--- src/rtl/usb_intr_pkg.sv ---
package usb_intr_pkg;

  localparam int unsigned SEL_W = 3;

  typedef enum logic [SEL_W-1:0] {
    SEL_FADDR    = 3'd0,
    SEL_GEN_STAT = 3'd1,
    SEL_GEN_EN   = 3'd2,
    SEL_EP_IDX   = 3'd3,
    SEL_TX_STAT  = 3'd4,
    SEL_RX_STAT  = 3'd5,
    SEL_TX_EN    = 3'd6,
    SEL_RX_EN    = 3'd7
  } reg_sel_e;

endpackage

--- src/rtl/rc_status_reg.sv ---
// Sticky status register: set by event pulses, cleared whole by a read strobe.
module rc_status_reg #(
  parameter int unsigned W = 8
) (
  input  logic         clk,
  input  logic         rst_n,
  input  logic [W-1:0] evt_i,
  input  logic         rd_clr_i,
  output logic [W-1:0] stat_o
);

  logic [W-1:0] stat_q;
  logic [W-1:0] stat_d;
  logic         upd;

  // The read returns stat_q, so dropping stat_q clears exactly the returned bits;
  // events of this cycle are ORed in afterwards and survive.
  always_comb begin
    stat_d = (rd_clr_i ? '0 : stat_q) | evt_i;
    upd    = rd_clr_i | (|evt_i);
  end

  always_ff @(posedge clk or negedge rst_n) begin
    if (!rst_n)   stat_q <= '0;
    else if (upd) stat_q <= stat_d;
  end

  assign stat_o = stat_q;

  p_event_sets_r1: assert property (@(posedge clk) disable iff (!rst_n)
    (|evt_i) |=> ((stat_q & $past(evt_i)) == $past(evt_i)));

  p_sticky_r1: assert property (@(posedge clk) disable iff (!rst_n)
    !rd_clr_i |=> ((stat_q & $past(stat_q)) == $past(stat_q)));

  p_read_keeps_event_r4: assert property (@(posedge clk) disable iff (!rst_n)
    rd_clr_i |=> (stat_q == $past(evt_i)));

endmodule

--- src/rtl/cfg_reg.sv ---
// Plain write-whole register keeping the low W bits of the bus.
module cfg_reg #(
  parameter int unsigned W      = 8,
  parameter int unsigned DATA_W = 16
) (
  input  logic              clk,
  input  logic              rst_n,
  input  logic              we_i,
  input  logic [DATA_W-1:0] wdata_i,
  output logic [W-1:0]      q_o
);

  logic [W-1:0] q_q;
  logic [W-1:0] q_d;

  always_comb q_d = wdata_i[W-1:0];

  always_ff @(posedge clk or negedge rst_n) begin
    if (!rst_n)    q_q <= '0;
    else if (we_i) q_q <= q_d;
  end

  assign q_o = q_q;

  // a write loads the truncated bus value.
  p_cfg_load_r6: assert property (@(posedge clk) disable iff (!rst_n)
    we_i |=> (q_o == $past(wdata_i[W-1:0])));

  p_cfg_hold_r6: assert property (@(posedge clk) disable iff (!rst_n)
    !we_i |=> $stable(q_o));

endmodule

--- src/rtl/irq_combine.sv ---
// Reduces status AND enable of the three sources to one request line.
module irq_combine #(
  parameter int unsigned GEN_W = 8,
  parameter int unsigned EP_N  = 16
) (
  input  logic [GEN_W-1:0] gen_stat_i,
  input  logic [GEN_W-1:0] gen_en_i,
  input  logic [EP_N-1:0]  tx_stat_i,
  input  logic [EP_N-1:0]  tx_en_i,
  input  logic [EP_N-1:0]  rx_stat_i,
  input  logic [EP_N-1:0]  rx_en_i,
  output logic             irq_o
);

  logic [EP_N-1:0] ep_pend;
  logic            gen_pend;

  for (genvar e = 0; e < EP_N; e++) begin : g_ep
    assign ep_pend[e] = (tx_stat_i[e] & tx_en_i[e]) | (rx_stat_i[e] & rx_en_i[e]);
  end

  assign gen_pend = |(gen_stat_i & gen_en_i);
  assign irq_o    = gen_pend | (|ep_pend);

endmodule

--- src/rtl/usb_intr_regs.sv ---
module usb_intr_regs
  import usb_intr_pkg::*;
#(
  parameter int unsigned GEN_W   = 8,
  parameter int unsigned EP_N    = 16,
  parameter int unsigned IDX_W   = 4,
  parameter int unsigned FADDR_W = 7,
  parameter int unsigned DATA_W  = 16
) (
  input  logic               clk,
  input  logic               rst_n,
  input  logic               wr_en,
  input  logic               rd_en,
  input  logic [SEL_W-1:0]   reg_sel,
  input  logic [DATA_W-1:0]  wr_data,
  output logic [DATA_W-1:0]  rd_data,
  input  logic [GEN_W-1:0]   gen_evt,
  input  logic [EP_N-1:0]    tx_evt,
  input  logic [EP_N-1:0]    rx_evt,
  output logic               irq,
  output logic [IDX_W-1:0]   ep_index,
  output logic [FADDR_W-1:0] func_addr
);

  localparam int unsigned NUM_SEL = 1 << SEL_W;

  reg_sel_e          sel;
  logic [NUM_SEL-1:0] wr_hit;
  logic [NUM_SEL-1:0] rd_hit;

  logic [GEN_W-1:0]  gen_stat, gen_en;
  logic [EP_N-1:0]   tx_stat, rx_stat, tx_en, rx_en;
  logic [DATA_W-1:0] rd_mux;
  logic [DATA_W-1:0] rd_q;

  assign sel = reg_sel_e'(reg_sel);

  for (genvar i = 0; i < NUM_SEL; i++) begin : g_dec
    assign wr_hit[i] = wr_en & (reg_sel == SEL_W'(i));
    assign rd_hit[i] = rd_en & (reg_sel == SEL_W'(i));
  end

  // Status registers: writes never reach them.
  rc_status_reg #(.W(GEN_W)) u_gen_stat (
    .clk(clk), .rst_n(rst_n), .evt_i(gen_evt),
    .rd_clr_i(rd_hit[SEL_GEN_STAT]), .stat_o(gen_stat));

  rc_status_reg #(.W(EP_N)) u_tx_stat (
    .clk(clk), .rst_n(rst_n), .evt_i(tx_evt),
    .rd_clr_i(rd_hit[SEL_TX_STAT]), .stat_o(tx_stat));

  rc_status_reg #(.W(EP_N)) u_rx_stat (
    .clk(clk), .rst_n(rst_n), .evt_i(rx_evt),
    .rd_clr_i(rd_hit[SEL_RX_STAT]), .stat_o(rx_stat));

  cfg_reg #(.W(GEN_W), .DATA_W(DATA_W)) u_gen_en (
    .clk(clk), .rst_n(rst_n), .we_i(wr_hit[SEL_GEN_EN]), .wdata_i(wr_data), .q_o(gen_en));

  cfg_reg #(.W(EP_N), .DATA_W(DATA_W)) u_tx_en (
    .clk(clk), .rst_n(rst_n), .we_i(wr_hit[SEL_TX_EN]), .wdata_i(wr_data), .q_o(tx_en));

  cfg_reg #(.W(EP_N), .DATA_W(DATA_W)) u_rx_en (
    .clk(clk), .rst_n(rst_n), .we_i(wr_hit[SEL_RX_EN]), .wdata_i(wr_data), .q_o(rx_en));

  cfg_reg #(.W(IDX_W), .DATA_W(DATA_W)) u_ep_idx (
    .clk(clk), .rst_n(rst_n), .we_i(wr_hit[SEL_EP_IDX]), .wdata_i(wr_data), .q_o(ep_index));

  cfg_reg #(.W(FADDR_W), .DATA_W(DATA_W)) u_faddr (
    .clk(clk), .rst_n(rst_n), .we_i(wr_hit[SEL_FADDR]), .wdata_i(wr_data), .q_o(func_addr));

  irq_combine #(.GEN_W(GEN_W), .EP_N(EP_N)) u_irq (
    .gen_stat_i(gen_stat), .gen_en_i(gen_en),
    .tx_stat_i(tx_stat), .tx_en_i(tx_en),
    .rx_stat_i(rx_stat), .rx_en_i(rx_en),
    .irq_o(irq));

  // Read mux, zero-extended to the bus width.
  always_comb begin
    rd_mux = '0;
    unique case (sel)
      SEL_FADDR:    rd_mux[FADDR_W-1:0] = func_addr;
      SEL_GEN_STAT: rd_mux[GEN_W-1:0]   = gen_stat;
      SEL_GEN_EN:   rd_mux[GEN_W-1:0]   = gen_en;
      SEL_EP_IDX:   rd_mux[IDX_W-1:0]   = ep_index;
      SEL_TX_STAT:  rd_mux[EP_N-1:0]    = tx_stat;
      SEL_RX_STAT:  rd_mux[EP_N-1:0]    = rx_stat;
      SEL_TX_EN:    rd_mux[EP_N-1:0]    = tx_en;
      SEL_RX_EN:    rd_mux[EP_N-1:0]    = rx_en;
      default:      rd_mux              = '0;
    endcase
  end

  always_ff @(posedge clk or negedge rst_n) begin
    if (!rst_n)     rd_q <= '0;
    else if (rd_en) rd_q <= rd_mux;
  end

  assign rd_data = rd_q;

  p_read_returns_r2: assert property (@(posedge clk) disable iff (!rst_n)
    (rd_en && reg_sel == SEL_GEN_STAT) |=> (rd_data[GEN_W-1:0] == $past(gen_stat)));

  p_read_returns_tx_r3: assert property (@(posedge clk) disable iff (!rst_n)
    (rd_en && reg_sel == SEL_TX_STAT) |=> (rd_data[EP_N-1:0] == $past(tx_stat)));

  p_status_write_ignored_r5: assert property (@(posedge clk) disable iff (!rst_n)
    (wr_en && !rd_en && gen_evt == '0 && reg_sel == SEL_GEN_STAT) |=> $stable(gen_stat));

  p_irq_needs_enable_r9: assert property (@(posedge clk) disable iff (!rst_n)
    (gen_en == '0 && tx_en == '0 && rx_en == '0) |-> !irq);

  p_rdata_hold_r2: assert property (@(posedge clk) disable iff (!rst_n)
    !rd_en |=> $stable(rd_data));

endmodule

--- config.mk ---
export PLATFORM = sky130hd
export DESIGN_NAME = usb_intr_regs
export DESIGN_NICKNAME = d
export VERILOG_FILES = /design/src/rtl/usb_intr_pkg.sv /design/src/rtl/rc_status_reg.sv /design/src/rtl/cfg_reg.sv /design/src/rtl/irq_combine.sv /design/src/rtl/usb_intr_regs.sv
export SDC_FILE = /design/constraint.sdc
export NUM_CORES = 1
export LEC_CHECK = 0
export BUFFER_PORTS_ARGS = -buffer_cell sky130_fd_sc_hd__buf_2
export CELL_PAD_IN_SITES_DETAIL_PLACEMENT = 1
export CELL_PAD_IN_SITES_GLOBAL_PLACEMENT = 1
export CORE_MARGIN = 2
export CORE_UTILIZATION = 48
export DETAILED_ROUTE_END_ITERATION = 12
export PLACE_DENSITY_LB_ADDON = 0.25
export SLEW_MARGIN = 30
export SYNTH_ARGS = -nofsm -noshare
export SYNTH_HDL_FRONTEND = slang
export SYNTH_SLANG_ARGS = --single-unit
--- constraint.sdc ---
create_clock -name clk -period 3.15 [get_ports clk]
set_clock_uncertainty 0.05 [all_clocks]
set_input_delay 0.63 -clock clk [delete_from_list [all_inputs] [get_ports clk]]
set_output_delay 0.63 -clock clk [all_outputs]
set_load 0.02 [all_outputs]
==> results.tsv, run 1 <==
metric	value	unit
status	completed	
syn avg cell area	13.25	sq um
total design power	3.274	mW
Setup CP Type	reg -> out	
Pre-Repair DR Iteration Count	4	
CTS tree	yes	
worst r2r path cells	4	
most frequent cells in the layout	dfrtp_1 (107), buf_2 (89), mux2_2 (46), a21o_1 (40), a22oi_1 (18)	
Syn Std Cell Area	0.004956	sq mm
chip width	105.6	um
Synth Flop Type	dfrtp_1	
area grow syn2layout	14.92	%
IR Drop Worst-Case VDD	0.3319	mV
fin crit share	0.8594	
Worst Setup SP	u_gen_en.q_o[2]$_DFFE_PN0P_	
Post-synth EDFFs	0	
Slew Limit Fails	0	
Vias/cell	5.844	
Setup WS post-layout	0.4428	ns
clock-pin slew on the worst setup and hold paths	0.09	ns
vias in the first global route	3645	
input/output buffers	90	
GP Congestion	0.8619	
GRT Overall Usage	0.2480	
initial antenna violation count	0	
Clock Sink Count	107	
FP Rows	37	
routed length per instance	21.89	um
commonest non-fill, non-tap cell in the layout	dfrtp_1	
hold slack	0.2384	ns
dominant cells by area after synthesis	dfrtp_1 (54%), mux2_2 (10%), a21o_1 (6.1%)	
worst hold-check path type	in -> async	
FF-to-FF Start	u_rx_stat.stat_o[7]$_DFFE_PN0P_	
cell area after layout	0.005695	sq mm
post-route ant nets	0	
die span in y	105.6	um
Yosys reg bits	107	
sequential area share after synthesis	0.5403	
nets	523	
HPWL after DPL	9388	um
Synth Instances	374	
startpoint types	flip-flop	
final setup vio count	0	
Critical Path AT	2.03	ns
DR iter-0 viols	160	
TNS Setup	0	ns
Area after DPL	0.005492	sq mm
final number of hold-violating endpoints	0	
share of the synthesized area in the top cell type	0.5403	
share of layout cells above drive strength 1	0.3806	
fmax	0.3694	GHz
CP endpoint	irq	
first-pass GRT wire length	20550	um
Clock Path Buffers	2	
grt ovf	0	
Synth area leader	dfrtp_1	
fraction of registers with async set/reset	1.000	
Crit Path Max Fanout	3	
min Tclk post-route	2.707	ns
die area	0.01115	sq mm
largest net degree at the start of global routing	56	
leakage	2.517	nW
RSZ-0062 raised after global routing	false	
total CTS buffers	9	
CTS Hold Buffers Added	0	
Yosys Warn Count	0	
synth unique cells	43	
total of max-cap violations	0	
Mapped Nets	437	
R2R Path End	rd_data[7]$_DFFE_PN0P_	
Worst-Margin Slew	0.8622	ns
core area	0.01018	sq mm
Detailed Route WL	13150	um
Vias	3512	
post-cts repair resize count	0	
CP required	2.47	ns
max_slew headroom	0.4252	
Remaining DRCs	0	
H-Tree Depth	3	
PD cells	574.8	mW/mm^2
CP endpoint kind	output port	
clk_lat worst skew	0.39	ns
Root Driver	clkbuf_8	
initial core utilization	0.4866	
# Post-CTS Setup Buffers	0	
diode count	0	
io pins	91	
pre-CTS setup slack	0.5186	ns
R2R Setup Slk	1.70	ns
## layout make-up
class                      count  area, sq um
clock buffer                  12        155.1
timing repair buffer          96        510.5
multi-input combinational    228         2066
tap                          136        170.2
fill                        1090         4489
sequential                   107         2678
clock inverter                 4        48.80
inverter                      18        67.56
## layer usage
metal	track usage	up-vias	routed length, um
met4	0.1015	0	323
met5	0	-	0
met1	0.3318	1820	5675
met3	0.03896	19	713
li1	-	1570	-
met2	0.4060	103	6441
## Yosys cell counts, types with 2 or more instances
cell      count
mux2_2       46
nand3_1      11
mux2i_1      17
dfrtp_1     107
mux2_4        4
o22ai_1       8
nor3b_1       4
buf_2         7
nor2b_1       3
inv_1        17
nand4_1       5
clkbuf_1      4
nand2_1       3
nand2b_1      5
mux4_1        4
nand3b_1      2
a2bb2o_1      2
a221oi_1      3
and3_1        4
buf_4         3
mux4_2        5
or3_4         2
a21o_1       40
mux2_1        3
o21ai_0      16
a211oi_1      8
buf_6         6
a22oi_1      18
nand3_2       3
## where the power goes
group / switching (mW) / total (mW) / internal, mW
Clock: 0.472 / 0.883 / 0.411
Sequential: 0.166 / 1.73 / 1.56
Combinational: 0.339 / 0.663 / 0.324
## sequential cells by signal, indices dropped and copies added, names as in the netlist
name,cells
rd_data,16
u_ep_idx.q_o,4
u_faddr.q_o,7
u_gen_en.q_o,8
u_gen_stat.stat_o,8
u_rx_en.q_o,16
u_rx_stat.stat_o,16
u_tx_en.q_o,16
u_tx_stat.stat_o,16
## cell families after synthesis
| family | share of synthesized area |
|---|---|
| DFF | 0.5403 |
| AOI/OAI and AO/OA | 0.1414 |
| muxes | 0.2017 |
| and+or+nand+nor | 0.07372 |
| buffers and inverters | 0.04291 |
## per-stage QoR
step / std cells / utilization
floorplan: 374 / -
global placement: 585 / 0.5392
detailed placement: 585 / 0.5392
CTS: 601 / 0.5592
global route: 601 / 0.5592
finish: 601 / 0.5592
## how the worst min path moves through the flow
| stage | startpoint | to | slack, ns | depth (start not counted) |
|---|---|---|---|---|
| 2_1_floorplan | rst_n | rd_data[0]$_DFFE_PN0P_ | 0.28 | 0 |
| 3_3_place_gp | u_rx_stat.stat_o[1]$_DFFE_PN0P_ | u_rx_stat.stat_o[1]$_DFFE_PN0P_ | 0.45 | 1 |
| 3_5_place_dp | u_rx_stat.stat_o[1]$_DFFE_PN0P_ | u_rx_stat.stat_o[1]$_DFFE_PN0P_ | 0.45 | 1 |
| 4_1_cts | rst_n | rd_data[6]$_DFFE_PN0P_ | 0.25 | 1 |
| 5_1_grt | rst_n | u_tx_en.q_o[1]$_DFFE_PN0P_ | 0.29 | 1 |
| 6_report | rst_n | u_gen_en.q_o[0]$_DFFE_PN0P_ | 0.24 | 1 |
## critical path: stages, from the launching register on
cell and delay [ns]:
dfrtp_1 0.43, a22oi_1 0.38, nand4_1 0.14, nor4_1 0.38
nand4_1 0.14, buf_2 0.18
Note: power is estimated with default switching activity, not from simulation.
==> run 2: changes to the inputs <==
--- a/config.mk
+++ b/config.mk
@@ -5,7 +5,7 @@
 export SDC_FILE = /design/constraint.sdc
 export NUM_CORES = 1
 export LEC_CHECK = 0
-export BUFFER_PORTS_ARGS = -buffer_cell sky130_fd_sc_hd__buf_2
+export BUFFER_PORTS_ARGS = -buffer_cell sky130_fd_sc_hd__buf_4
 export CELL_PAD_IN_SITES_DETAIL_PLACEMENT = 1
 export CELL_PAD_IN_SITES_GLOBAL_PLACEMENT = 1
 export CORE_MARGIN = 2
==> run 2 against run 1 <==
Against the previous run:
- die area unchanged
- fmax grew 2.0%
- sequential power hardly changed
- register-to-register slack worse by 0.08 ns
- critical endpoint unchanged
- sequential share of layout area is 1.1 points lower
- largest power group unchanged
==> results.tsv, run 2 (synthesis gave the netlist of run 1 again) <==
metric	value	unit
fmax	0.3769	GHz
Root Driver	clkbuf_8	
status	completed	
fill cell count	1075	
Setup CP Type	reg -> out	
leakage	2.545	nW
Pre-Repair DR Iteration Count	4	
Clock Sink Count	107	
Net Sw Power	0.9486	mW
R2R Setup Slk	1.62	ns
total of max-cap violations	0	
# Post-CTS Setup Buffers	0	
Detailed Route WL	12970	um
hold slack	0.1818	ns
area grow syn2layout	17.80	%
startpoint types	flip-flop	
FP Rows	37	
io pins	91	
die area	0.01115	sq mm
Net Sw Frac	0.2996	
Area after DPL	0.005679	sq mm
GP Congestion	0.8570	
FF-to-FF Start	u_gen_stat.stat_o[6]$_DFFE_PN0P_	
Worst-Margin Slew	0.6322	ns
CP endpoint kind	output port	
HPWL after DPL	9611	um
IR Drop Worst-Case VDD	0.3057	mV
Seq pwr share	0.547	
routed length per instance	21.72	um
clock group share of total power	0.230	
CTS tree	yes	
Vias	3493	
final setup vio count	0	
pre-CTS setup slack	0.5982	ns
cell area after layout	0.005838	sq mm
first-pass GRT wire length	20870	um
most frequent cells in the layout	dfrtp_1 (107), buf_4 (93), mux2_2 (46), a21o_1 (40), a22oi_1 (18)	
initial antenna violation count	0	
CTS Hold Buffers Added	0	
Clock Path Buffers	2	
Util after Layout	0.5732	
diode count	0	
post-route ant nets	0	
RSZ-0062 raised after global routing	false	
Setup WS post-layout	0.4965	ns
clock-pin slew on the worst setup and hold paths	0.09	ns
Slew Limit Fails	0	
TNS Setup	0	ns
post-cts repair resize count	0	
GRT Overall Usage	0.2465	
die span in y	105.6	um
DR iter-0 viols	171	
total design power	3.167	mW
worst hold-check path type	in -> async	
total CTS buffers	9	
nets	520	
R2R Path End	rd_data[6]$_DFFE_PN0P_	
input/output buffers	90	
CP required	2.47	ns
largest net degree at the start of global routing	54	
share of layout cells above drive strength 1	0.3753	
Crit Path Max Fanout	3	
initial core utilization	0.4866	
Finished Layout Cells	597	
chip width	105.6	um
Gate power share	0.224	
clk_lat worst skew	0.36	ns
vias in the first global route	3740	
grt ovf	0	
min Tclk post-route	2.653	ns
Critical Path AT	1.97	ns
Vias/cell	5.851	
H-Tree Depth	3	
core area	0.01018	sq mm
Remaining DRCs	0	
Worst Setup SP	u_gen_stat.stat_o[2]$_DFFE_PN0P_	
commonest non-fill, non-tap cell in the layout	dfrtp_1	
Int Pwr	2.218	mW
worst r2r path cells	4	
Inst Count DP	582	
final number of hold-violating endpoints	0	
fin crit share	0.8424	
max_slew headroom	0.5777	
PD cells	542.4	mW/mm^2
==> run 2: changes by cell type in the layout (fill, tap and decap cells not counted) <==
cell	change
clkinvlp_4	+1
buf_12	-1
buf_2	-89
bufinv_16	-1
clkinv_2	+1
buf_4	+87
clkbuf_8	-2
==> run 2: how the worst max path moves through the flow <==
stage / endpoint / slack (ns) / depth (start not counted)
3_3_place_gp: u_gen_stat.stat_o[1]$_DFFE_PN0P_ / 0.73 / 4
3_5_place_dp: u_gen_stat.stat_o[5]$_DFFE_PN0P_ / 0.60 / 4
4_1_cts: irq / 0.46 / 5
6_report: irq / 0.50 / 5
2_1_floorplan: irq / 1.31 / 4
5_1_grt: irq / 0.42 / 5
==> run 2: power by group through the flow <==
stage / Combinational, mW / Sequential (mW) / Clock [mW]
2_1_floorplan: 0.371 / 1.76 / 0
3_3_place_gp: 0.689 / 1.74 / 0
3_5_place_dp: 0.714 / 1.76 / 0
4_1_cts: 0.717 / 1.73 / 0.754
5_1_grt: 0.771 / 1.75 / 0.804
6_report: 0.708 / 1.73 / 0.728
==> run 2: metal layers <==
layer,GRT usage,routed length (um)
met1,0.3400,5703
met2,0.4023,6477
met4,0.06861,155
met3,0.04576,629
met5,0,0
==> run 2: layout make-up <==
cell class,instances,area [sq um],share of cell area
well taps,136,170.2,0.02915
flip-flops and latches,107,2678,0.4586
repair buffers,93,698.2,0.1196
inverters,18,67.56,0.01157
clock inverters,5,31.28,0.005358
multi-input cells,228,2066,0.3538
clock buffers,10,127.6,0.02186
==> run 2: critical path: stages (launching register included) <==
cell	delay, ns
dfrtp_1	0.42
a22oi_1	0.38
nand4_1	0.14
nor4_1	0.33
nand4_1	0.15
buf_4	0.19
==> run 3: changes to the inputs <==
--- a/config.mk
+++ b/config.mk
@@ -5,11 +5,12 @@
 export SDC_FILE = /design/constraint.sdc
 export NUM_CORES = 1
 export LEC_CHECK = 0
+export ABC_AREA = 1
 export BUFFER_PORTS_ARGS = -buffer_cell sky130_fd_sc_hd__buf_4
 export CELL_PAD_IN_SITES_DETAIL_PLACEMENT = 1
 export CELL_PAD_IN_SITES_GLOBAL_PLACEMENT = 1
 export CORE_MARGIN = 2
-export CORE_UTILIZATION = 48
+export CORE_UTILIZATION = 41
 export DETAILED_ROUTE_END_ITERATION = 12
 export PLACE_DENSITY_LB_ADDON = 0.25
 export SLEW_MARGIN = 30
==> constraint.sdc (replaced) <==
create_clock -name clk -period 2.6 [get_ports clk]
set_clock_uncertainty 0.05 [all_clocks]
set_input_delay 0.52 -clock clk [delete_from_list [all_inputs] [get_ports clk]]
set_output_delay 0.52 -clock clk [all_outputs]
set_load 0.02 [all_outputs]
==> run 3 against run 2 <==
Against the previous run:
- global-route usage barely moved
- first-iteration DRC count up 73%
- wire length up 19%
- setup slack worse by 0.028 ns
- total power rose by 31%
- sequential share of layout area is 2.3 points lower
- critical path depth is 2 higher
- die area up 19%
- via count up 30%
- highest routed layer unchanged
- register-to-register slack worse by 0.12 ns
==> results.tsv, run 3 <==
metric	value	unit
CP Cell Sequence	nand2_1 > nand2_1 > nor2_1 > nand2_1 > nor2_1 > nand3_1 > buf_4	
Crit-path slowest cell	dfrtp_1	
most frequent cell after synthesis	nand2_1	
Syn Std Cell Area	0.005065	sq mm
R2R Setup Slk	1.50	ns
FF-to-FF Start	u_rx_stat.stat_o[5]$_DFFE_PN0P_	
Synth Instances	628	
final number of hold-violating endpoints	0	
clk_lat worst skew	0.36	ns
status	completed	
fmax	0.4692	GHz
GP Congestion	0.9085	
total CTS buffers	9	
share of layout cells above drive strength 1	0.1792	
fraction of registers with async set/reset	1.000	
final setup vio count	0	
worst r2r path cells	6	
# Post-CTS Setup Buffers	0	
Remaining DRCs	0	
HPWL after DPL	11350	um
CTS tree	yes	
post-cts repair resize count	0	
fin crit share	0.8197	
Root Driver	clkbuf_16	
CP endpoint kind	output port	
Vias/cell	5.225	
input/output buffers	90	
nets	778	
vias in the first global route	4729	
Mapped Nets	691	
Worst-Margin Slew	0.6922	ns
io pins	91	
Yosys Warn Count	0	
initial antenna violation count	0	
Crit Path Max Fanout	3	
startpoint types	flip-flop	
most frequent cells in the layout	nand2_1 (238), dfrtp_1 (107), buf_4 (97), inv_1 (63), o21ai_0 (48)	
PD cells	676.0	mW/mm^2
commonest non-fill, non-tap cell in the layout	nand2_1	
die span in y	115.1	um
area grow syn2layout	21.42	%
Clock Sink Count	107	
Synth area leader	dfrtp_1	
Clock Path Buffers	2	
hold slack	0.1360	ns
CP peak stage delay	0.42	ns
first-pass GRT wire length	24810	um
Pre-Repair DR Iteration Count	4	
CTS Hold Buffers Added	0	
max_slew headroom	0.5386	
DR iter-0 viols	296	
largest net degree at the start of global routing	49	
leakage	3.471	nW
clock group share of total power	0.317	
dominant cells by area after synthesis	dfrtp_1 (53%), nand2_1 (18%), o21bai_1 (5.9%)	
Setup CP Type	reg -> out	
Post-synth EDFFs	0	
Post-synth top cells	nand2_1 (238), dfrtp_1 (107), inv_1 (63)	
worst hold-check path type	in -> async	
Seq pwr share	0.492	
core area	0.01201	sq mm
Synth Flop Type	dfrtp_1	
routed length per instance	17.81	um
Critical Path AT	1.56	ns
sequential area share after synthesis	0.5287	
CP most frequent cell	nand2_1	
chip width	115.1	um
FP Rows	40	
die area	0.01326	sq mm
R2R Path End	rd_data[5]$_DFFE_PN0P_	
IR Drop Worst-Case VDD	0.5553	mV
synth unique cells	24	
post-route ant nets	0	
RSZ-0062 raised after global routing	false	
Vias	4530	
share of the synthesized area in the top cell type	0.5287	
diode count	0	
Yosys reg bits	107	
Detailed Route WL	15440	um
H-Tree Depth	3	
initial core utilization	0.4217	
clock-pin slew on the worst setup and hold paths	0.06	ns
GRT Overall Usage	0.2468	
Net Sw Frac	0.3024	
syn avg cell area	8.065	sq um
Int Pwr	2.900	mW
total of max-cap violations	0	
Net Sw Power	1.257	mW
TNS Setup	0	ns
CP required	2.03	ns
grt ovf	0	
Gate power share	0.192	
Slew Limit Fails	0	
min Tclk post-route	2.131	ns
-- run 3: cells by family after synthesis --
| logic type | after synthesis | share of synthesized area |
|---|---|---|
| compound gates | 97 | 0.1156 |
| buf+inv | 89 | 0.07436 |
| flops | 107 | 0.5287 |
| simple gates | 335 | 0.2814 |
-- run 3: per-layer routing --
metal  up-vias  GRT usage  wire length (um)
li1       2154          -                 -
met1      2250     0.3419              7124
met2       115     0.3984              7455
met3        11    0.05219               711
met4         0    0.06104               148
met5         -          0                 0
-- run 3: worst max-delay path, delay by kind of cell (launching register included) --
family / cells / cell delay [ns]
AND/OR/NAND/NOR: 6 / 0.61
flip-flops: 1 / 0.42
buffers and inverters: 1 / 0.17
-- run 3: final cells by class --
type	instances	area (sq um)
Timing Repair Buffer	98	748.2
Clock inverter	1	7.507
Tap cell	147	183.9
Inverter	67	254.0
Multi-Input combinational cell	432	2011
Sequential cell	107	2678
Clock buffer	15	267.8
Fill cell	1507	5862
-- run 3: metrics by stage --
step                      setup WS (ns)  std cells  total power [mW]  cell area, sq um    util
after global placement           0.5866        851             2.817              5874  0.4891
after floorplan                   1.042        628             2.483              5065       -
after CTS                        0.4533        867             4.195              6150  0.5120
after detailed placement         0.4773        851             2.868              5874  0.4891
final                            0.4688        867             4.157              6150  0.5120
after global routing             0.3602        867             4.375              6150  0.5120
-- run 3: worst max path at each step --
stage	from	to	slack (ns)	cells after the start
6_report	u_gen_stat.stat_o[4]$_DFFE_PN0P_	irq	0.47	7
3_5_place_dp	reg_sel[2]	u_rx_en.q_o[9]$_DFFE_PN0P_	0.48	5
2_1_floorplan	reg_sel[1]	u_rx_stat.stat_o[10]$_DFFE_PN0P_	1.04	6
4_1_cts	u_gen_stat.stat_o[6]$_DFFE_PN0P_	irq	0.45	7
3_3_place_gp	reg_sel[2]	u_rx_en.q_o[13]$_DFFE_PN0P_	0.59	6
5_1_grt	u_gen_stat.stat_o[2]$_DFFE_PN0P_	irq	0.36	7
-- run 3: power groups by stage --
stage	registers, mW	clock network (mW)	logic, mW
final	2.04	1.32	0.796
after global routing	2.07	1.41	0.898
after CTS	2.04	1.35	0.806
after detailed placement	2.07	0	0.799
after global placement	2.06	0	0.760
after floorplan	2.10	0	0.384
